$ cat src/rtl/rdp_pkg.sv
package rdp_pkg;
    localparam int LVL_W = 2;
    localparam int REG_W = 3;
    localparam int OP_W  = 2;

    typedef enum logic [LVL_W-1:0] {
        LVL0 = 2'b00,
        LVL1 = 2'b01,
        LVL2 = 2'b10
    } rdp_lvl_e;

    localparam logic [REG_W-1:0] RG_UFLASH = 3'd0;
    localparam logic [REG_W-1:0] RG_BKP    = 3'd1;
    localparam logic [REG_W-1:0] RG_SRAM2  = 3'd2;
    localparam logic [REG_W-1:0] RG_SYSF   = 3'd3;
    localparam logic [REG_W-1:0] RG_OPT    = 3'd4;

    localparam logic [OP_W-1:0] OP_RD = 2'd0;
    localparam logic [OP_W-1:0] OP_WR = 2'd1;
    localparam logic [OP_W-1:0] OP_ER = 2'd2;

    // Unknown codes map to the middle level so a corrupted copy stays protected.
    function automatic rdp_lvl_e decode_lvl(input logic [LVL_W-1:0] code);
        case (code)
            2'b00:   return LVL0;
            2'b10:   return LVL2;
            default: return LVL1;
        endcase
    endfunction
endpackage

$ cat src/rtl/rdp_level_fsm.sv
module rdp_level_fsm
    import rdp_pkg::*;
(
    input  logic             clk,
    input  logic             rst_n,
    input  logic             ob_load,
    input  logic [LVL_W-1:0] ob_code,
    input  logic             chg_req,
    input  logic [LVL_W-1:0] chg_code,
    output rdp_lvl_e         state,
    output logic             mass_erase,
    output logic             chg_err
);
    rdp_lvl_e nxt;
    logic     erase_n;
    logic     err_n;

    always_comb begin
        nxt     = state;
        erase_n = 1'b0;
        err_n   = 1'b0;
        if (ob_load) begin
            if (state != LVL2) nxt = decode_lvl(ob_code);
        end else if (chg_req) begin
            unique case (state)
                LVL0: begin
                    if (chg_code == 2'b01)      nxt = LVL1;
                    else if (chg_code == 2'b10) nxt = LVL2;
                    else                        err_n = 1'b1;
                end
                LVL1: begin
                    if (chg_code == 2'b00) begin
                        nxt     = LVL0;
                        erase_n = 1'b1;
                    end else if (chg_code == 2'b10) begin
                        nxt = LVL2;
                    end else begin
                        err_n = 1'b1;
                    end
                end
                LVL2: err_n = 1'b1;
                default: nxt = LVL1;
            endcase
        end
    end

    always_ff @(posedge clk or negedge rst_n) begin
        if (!rst_n) state <= LVL0;
        else        state <= nxt;
    end

    always_ff @(posedge clk or negedge rst_n) begin
        if (!rst_n) begin
            mass_erase <= 1'b0;
            chg_err    <= 1'b0;
        end else begin
            mass_erase <= erase_n;
            chg_err    <= err_n;
        end
    end


    lvl2_sticky_chk: assert property (@(posedge clk) disable iff (!rst_n)
        state == LVL2 |=> state == LVL2);

    erase_single_chk: assert property (@(posedge clk) disable iff (!rst_n)
        mass_erase |=> !mass_erase);

    erase_cause_chk: assert property (@(posedge clk) disable iff (!rst_n)
        mass_erase |-> (state == LVL0 && $past(state) == LVL1));

    err_hold_chk: assert property (@(posedge clk) disable iff (!rst_n)
        chg_err |-> state == $past(state));
endmodule

$ cat src/rtl/rdp_access_policy.sv
module rdp_access_policy
    import rdp_pkg::*;
(
    input  rdp_lvl_e         level,
    input  logic             boot_uf,
    input  logic             dbg,
    input  logic [REG_W-1:0] region,
    input  logic [OP_W-1:0]  op,
    output logic             allow,
    output logic             viol
);
    logic trusted;
    logic rd;
    logic op_ok;
    logic prot;
    logic rg_ok;

    always_comb begin
        trusted = boot_uf && !dbg;
        rd      = (op == OP_RD);
        op_ok   = rd || (op == OP_WR) || (op == OP_ER);
        prot    = (region == RG_UFLASH) || (region == RG_BKP) || (region == RG_SRAM2);
        rg_ok   = (region <= RG_OPT);
        allow   = 1'b0;
        viol    = 1'b0;
        if (op_ok && rg_ok) begin
            unique case (level)
                LVL0: allow = 1'b1;
                LVL1: begin
                    if (prot) begin
                        allow = trusted;
                        viol  = !trusted;
                    end else if (region == RG_SYSF) begin
                        allow = rd;
                    end else begin
                        allow = 1'b1;
                    end
                end
                LVL2: begin
                    if (prot) begin
                        allow = trusted;
                        viol  = !trusted;
                    end else begin
                        allow = rd;
                    end
                end
                default: allow = 1'b0;
            endcase
        end
    end
endmodule

$ cat src/rtl/rdp_fault_latch.sv
module rdp_fault_latch (
    input  logic clk,
    input  logic rst_n,
    input  logic set,
    output logic fault
);
    always_ff @(posedge clk or negedge rst_n) begin
        if (!rst_n)   fault <= 1'b0;
        else if (set) fault <= 1'b1;
    end


    fault_sticky_chk: assert property (@(posedge clk) disable iff (!rst_n)
        fault |=> fault);
endmodule

$ cat src/rtl/rdp_guard.sv
module rdp_guard
    import rdp_pkg::*;
(
    input  logic             clk,
    input  logic             rst_n,
    input  logic             ob_load,
    input  logic [1:0]       ob_code,
    input  logic             chg_req,
    input  logic [1:0]       chg_code,
    input  logic             boot_uflash,
    input  logic             dbg_attached,
    input  logic             acc_valid,
    input  logic [2:0]       acc_region,
    input  logic [1:0]       acc_op,
    output logic [1:0]       cur_level,
    output logic             resp_valid,
    output logic             resp_allow,
    output logic             fault,
    output logic             mass_erase,
    output logic             chg_err,
    output logic             dbg_en,
    output logic             boot_forced,
    output logic             opt_lock
);
    rdp_lvl_e level;
    logic     pol_allow;
    logic     pol_viol;
    logic     eff_dbg;
    logic     eff_boot;

    rdp_level_fsm u_fsm (
        .clk       (clk),
        .rst_n     (rst_n),
        .ob_load   (ob_load),
        .ob_code   (ob_code),
        .chg_req   (chg_req),
        .chg_code  (chg_code),
        .state     (level),
        .mass_erase(mass_erase),
        .chg_err   (chg_err)
    );

    always_comb begin
        dbg_en      = (level != LVL2);
        boot_forced = (level == LVL2);
        opt_lock    = (level == LVL2);
        eff_dbg     = dbg_attached && dbg_en;
        eff_boot    = boot_uflash || boot_forced;
        cur_level   = level;
    end

    rdp_access_policy u_pol (
        .level  (level),
        .boot_uf(eff_boot),
        .dbg    (eff_dbg),
        .region (acc_region),
        .op     (acc_op),
        .allow  (pol_allow),
        .viol   (pol_viol)
    );

    rdp_fault_latch u_flt (
        .clk  (clk),
        .rst_n(rst_n),
        .set  (acc_valid && pol_viol),
        .fault(fault)
    );

    always_ff @(posedge clk or negedge rst_n) begin
        if (!rst_n) begin
            resp_valid <= 1'b0;
            resp_allow <= 1'b0;
        end else begin
            resp_valid <= acc_valid;
            resp_allow <= acc_valid && pol_allow && !fault;
        end
    end


    resp_timing_chk: assert property (@(posedge clk) disable iff (!rst_n)
        acc_valid |=> resp_valid);

    faulted_deny_chk: assert property (@(posedge clk) disable iff (!rst_n)
        (fault && acc_valid) |=> !resp_allow);

    l2_opt_lock_chk: assert property (@(posedge clk) disable iff (!rst_n)
        (acc_valid && level == LVL2 && acc_region == RG_OPT && acc_op != OP_RD) |=> !resp_allow);
endmodule

$ cat config.mk
export PLATFORM = sky130hd
export DESIGN_NAME = rdp_guard
export DESIGN_NICKNAME = d
export VERILOG_FILES = /design/src/rtl/rdp_pkg.sv /design/src/rtl/rdp_level_fsm.sv /design/src/rtl/rdp_access_policy.sv /design/src/rtl/rdp_fault_latch.sv /design/src/rtl/rdp_guard.sv
export SDC_FILE = /design/constraint.sdc
export NUM_CORES = 1
export LEC_CHECK = 0
export BUFFER_PORTS_ARGS = -buffer_cell sky130_fd_sc_hd__clkbuf_2
export CORE_MARGIN = 4
export CORE_UTILIZATION = 39
export DETAILED_ROUTE_END_ITERATION = 16
export PLACE_DENSITY = 0.72
export SYNTH_ARGS = -nofsm -noshare
export SYNTH_HDL_FRONTEND = slang
export SYNTH_SLANG_ARGS = --single-unit
$ cat constraint.sdc
create_clock -name clk -period 1.2 [get_ports clk]
set_input_delay 0.06 -clock clk [delete_from_list [all_inputs] [get_ports clk]]
set_output_delay 0.06 -clock clk [all_outputs]
set_load 0.02 [all_outputs]
==> metrics.md <==
| Metric | Value |
|---|---|
| CP endpoint kind | `output pin` |
| CTS max path bufs | `2` |
| WS Path Type | `register to output pin` |
| Most frequent cells in the layout | `clkbuf_2 (22), o21ai_1 (5), ha_1 (5), buf_4 (5), dfrtp_1 (5)` |
| Largest net degree at the start of global routing | `9` |
| Commonest non-fill, non-tap cell in the layout | `clkbuf_2` |
| First-pass GRT wire length | `2.145 mm` |
| Final count of negative-setup-slack endpoints | `8` |
| CTS buffer count | `3` |
| Synth area leaders | `dfrtp_1 (33%), ha_1 (19%), o21ai_0 (6.7%), inv_1 (4.3%), and3_1 (3.6%)` |
| Number of global-route vias before repair | `491` |
| PwrDens | `2153 nW/um2` |
| CTS H-tree depth | `1` |
| Fin cells | `108` |
| First-pass DRT Iterations | `4` |
| Least-Margin Pin Slew | `0.2340 ns` |
| Yosys top cell by area | `dfrtp_1` |
| Drt total wl | `1.467 mm` |
| Vias per Instance | `5.213` |
| Core area | `1186 um2` |
| Avg Inst Size Synth | `9.060 um2` |
| Syn. warnings | `0` |
| Place WS | `-0.1305 ns` |
| Worst VDD drop | `1362 uV` |
| RSZ-0062 raised after global routing | `true` |
| Final hold violations | `0` |
| Remaining antenna violation count | `0` |
| Max_cap viols | `0` |
| Total grt overflow | `0` |
| Final core occ | `74.47%` |
| Failing checks | `setup timing` |
| Area share of the largest cell type after synthesis | `33.33%` |
| CTS clk-pin slew, worst paths | `0.06 ns` |
| Port Buf Inserts | `25` |
| Inst Count DP | `100` |
| DP Area | `744.5 um2` |
| Row count | `12` |
| Final Power | `0.001902 W` |
| Gate Count Post-Synth | `58` |
| Drt wl/cell | `13.58 um` |
| Initial core utilization | `44.30%` |
| Nets | `119` |
| # IOs | `26` |
| Setup crit start kind | `register` |
| Cell leakage power | `0.4465 nW` |
| Period minus WS final | `1.292 ns` |
| Flops & latches, synth | `7` |
| Die width | `44.71 um` |
| Antenna violations before repair | `0` |
| # diodes | `0` |
| Run status | `finished, violations left` |
| CP max FO | `4` |
| Overall fraction of global-route tracks in use | `15.10%` |
| WP data arrival | `1.23 ns` |
| Synthesized area | `525.5 um2` |
| CTS Root Cell | `clkbuf_4` |
| DRT iter0 DRCs | `14` |
| Hold crit path type | `primary input to register` |
| Share of layout cells above drive strength 1 | `56.38%` |
| Fmax | `774.3 MHz` |
| Area of all placed cells without fillers | `883.3 um2` |
| Max Transition Viols Final | `0` |
| Final worst-path setup slack | `-0.09156 ns` |
| Synthesis-to-layout area growth | `68.10%` |
| Post-DP HPWL | `1.179 mm` |
| Die area | `1999 um2` |
| Drt drc | `0` |
| Worst-skew pair later-pin latency | `0.26 ns` |
| CP Data Required Time | `1.14 ns` |
| CTS tree | `done` |
| Fin crit share | `107.6%` |
| Seq/Total Area, Yosys | `33.33%` |
| Die Height | `44.71 um` |
| Via count | `563` |
| Clk sink count | `7` |
| Slew margin rel. | `84.24%` |
| Net Count, Synth | `82` |
| Routability cong. | `0.8376` |
| Worst clock skew | `0.01456 ns` |
| Synth cell types | `24` |
## flip-flops by register name, summed over array words and instances, names as in the netlist
register	count
u_fsm.mass_erase	1
resp_allow	1
resp_valid	1
u_flt.fault	1
u_fsm.chg_err	1
u_fsm.state	2
## routing by layer
metal  GRT usage (%)  share of wire [%]  up-vias
met4           7.229                1.6        0
li1                -                  -      279
met5               0                  0        -
met3           3.586                5.5        4
met1           14.84                 39      263
met2           28.94                 54       17
## layout make-up
type / count / area (um2)
sequential: 7 / 177.7
multi-input combinational: 43 / 399.1
timing repair buffer: 34 / 235.2
fill: 80 / 302.8
clock buffer: 4 / 26.28
tap: 14 / 17.52
inverter: 6 / 27.53
## where the power goes
| part | leakage, nW | switching (W) | internal (W) |
|---|---|---|---|
| registers | 0.0856 | 0.0000809 | 0.000306 |
| clock network | 0.0150 | 0.0000957 | 0.000128 |
| logic | 0.346 | 0.000617 | 0.000674 |
| total | 0.447 | 0.000794 | 0.00111 |
## per-stage QoR
| stage | hold slack (ns) | setup TNS [ns] |
|---|---|---|
| 4_1_cts | 0.1063 | -0.5427 |
| 2_1_floorplan | -0.2356 | -0.3945 |
| 6_report | 0.1261 | -0.3981 |
| 3_3_place_gp | -0.09437 | -0.2676 |
| 5_1_grt | 0.1260 | -0.7776 |
| 3_5_place_dp | -0.09455 | -0.4424 |
## synth_stat cells
master    n
a221oi_1  1
buf_4     1
nor4b_1   2
o31ai_1   1
dfrtp_1   7
nor2b_1   1
clkbuf_2  1
a22oi_1   1
nand2b_4  1
a21o_1    1
o21bai_1  1
nand2b_1  1
ha_1      8
nand2_1   4
o21ai_0   7
and3_1    3
or2_0     1
o21ai_1   1
nor2_1    3
and4b_1   1
inv_1     6
a21oi_1   3
o211ai_1  1
a31o_2    1
## worst max-delay path, stage by stage, from the launching register on
cell     delay, ns
dfrtp_2       0.44
inv_4         0.10
ha_4          0.16
inv_4         0.04
buf_6         0.11
buf_8         0.12
## kinds of logic after synthesis
| logic type | Yosys count | synth area share (%) |
|---|---|---|
| flip-flops | 7 | 33.33 |
| AO/OA/AOI/OAI | 18 | 20.95 |
| adder cells (fa/ha/maj) | 8 | 19.05 |
| buffers and inverters | 8 | 6.666 |
| AND/OR/NAND/NOR | 17 | 20.00 |
## final timing paths
kind                       depth (start not counted)               end  slack (ns)      startpoint
min reg2reg                                        1       u_flt.fault        0.51     u_flt.fault
min in group asynchronous                          2        resp_allow        0.17           rst_n
max reg2reg                                        5    u_fsm.state[1]       -0.08  u_fsm.state[0]
max in group asynchronous                          2     u_fsm.chg_err        0.85           rst_n
max                                                5            dbg_en       -0.09  u_fsm.state[0]
min                                                2  u_fsm.mass_erase        0.13         chg_req
## what timing repair did
| action | in CTS | in global routing |
|---|---|---|
| gates resized for setup | 16 | 7 |
| endpoints found under the hold margin | 8 | 0 |
| pin swaps | 6 | 1 |
| setup buffers | 1 | 1 |
| endpoints found under the setup margin | 8 | 8 |
| hold buffers | 2 | 0 |
(Power assumes the default switching activity.)
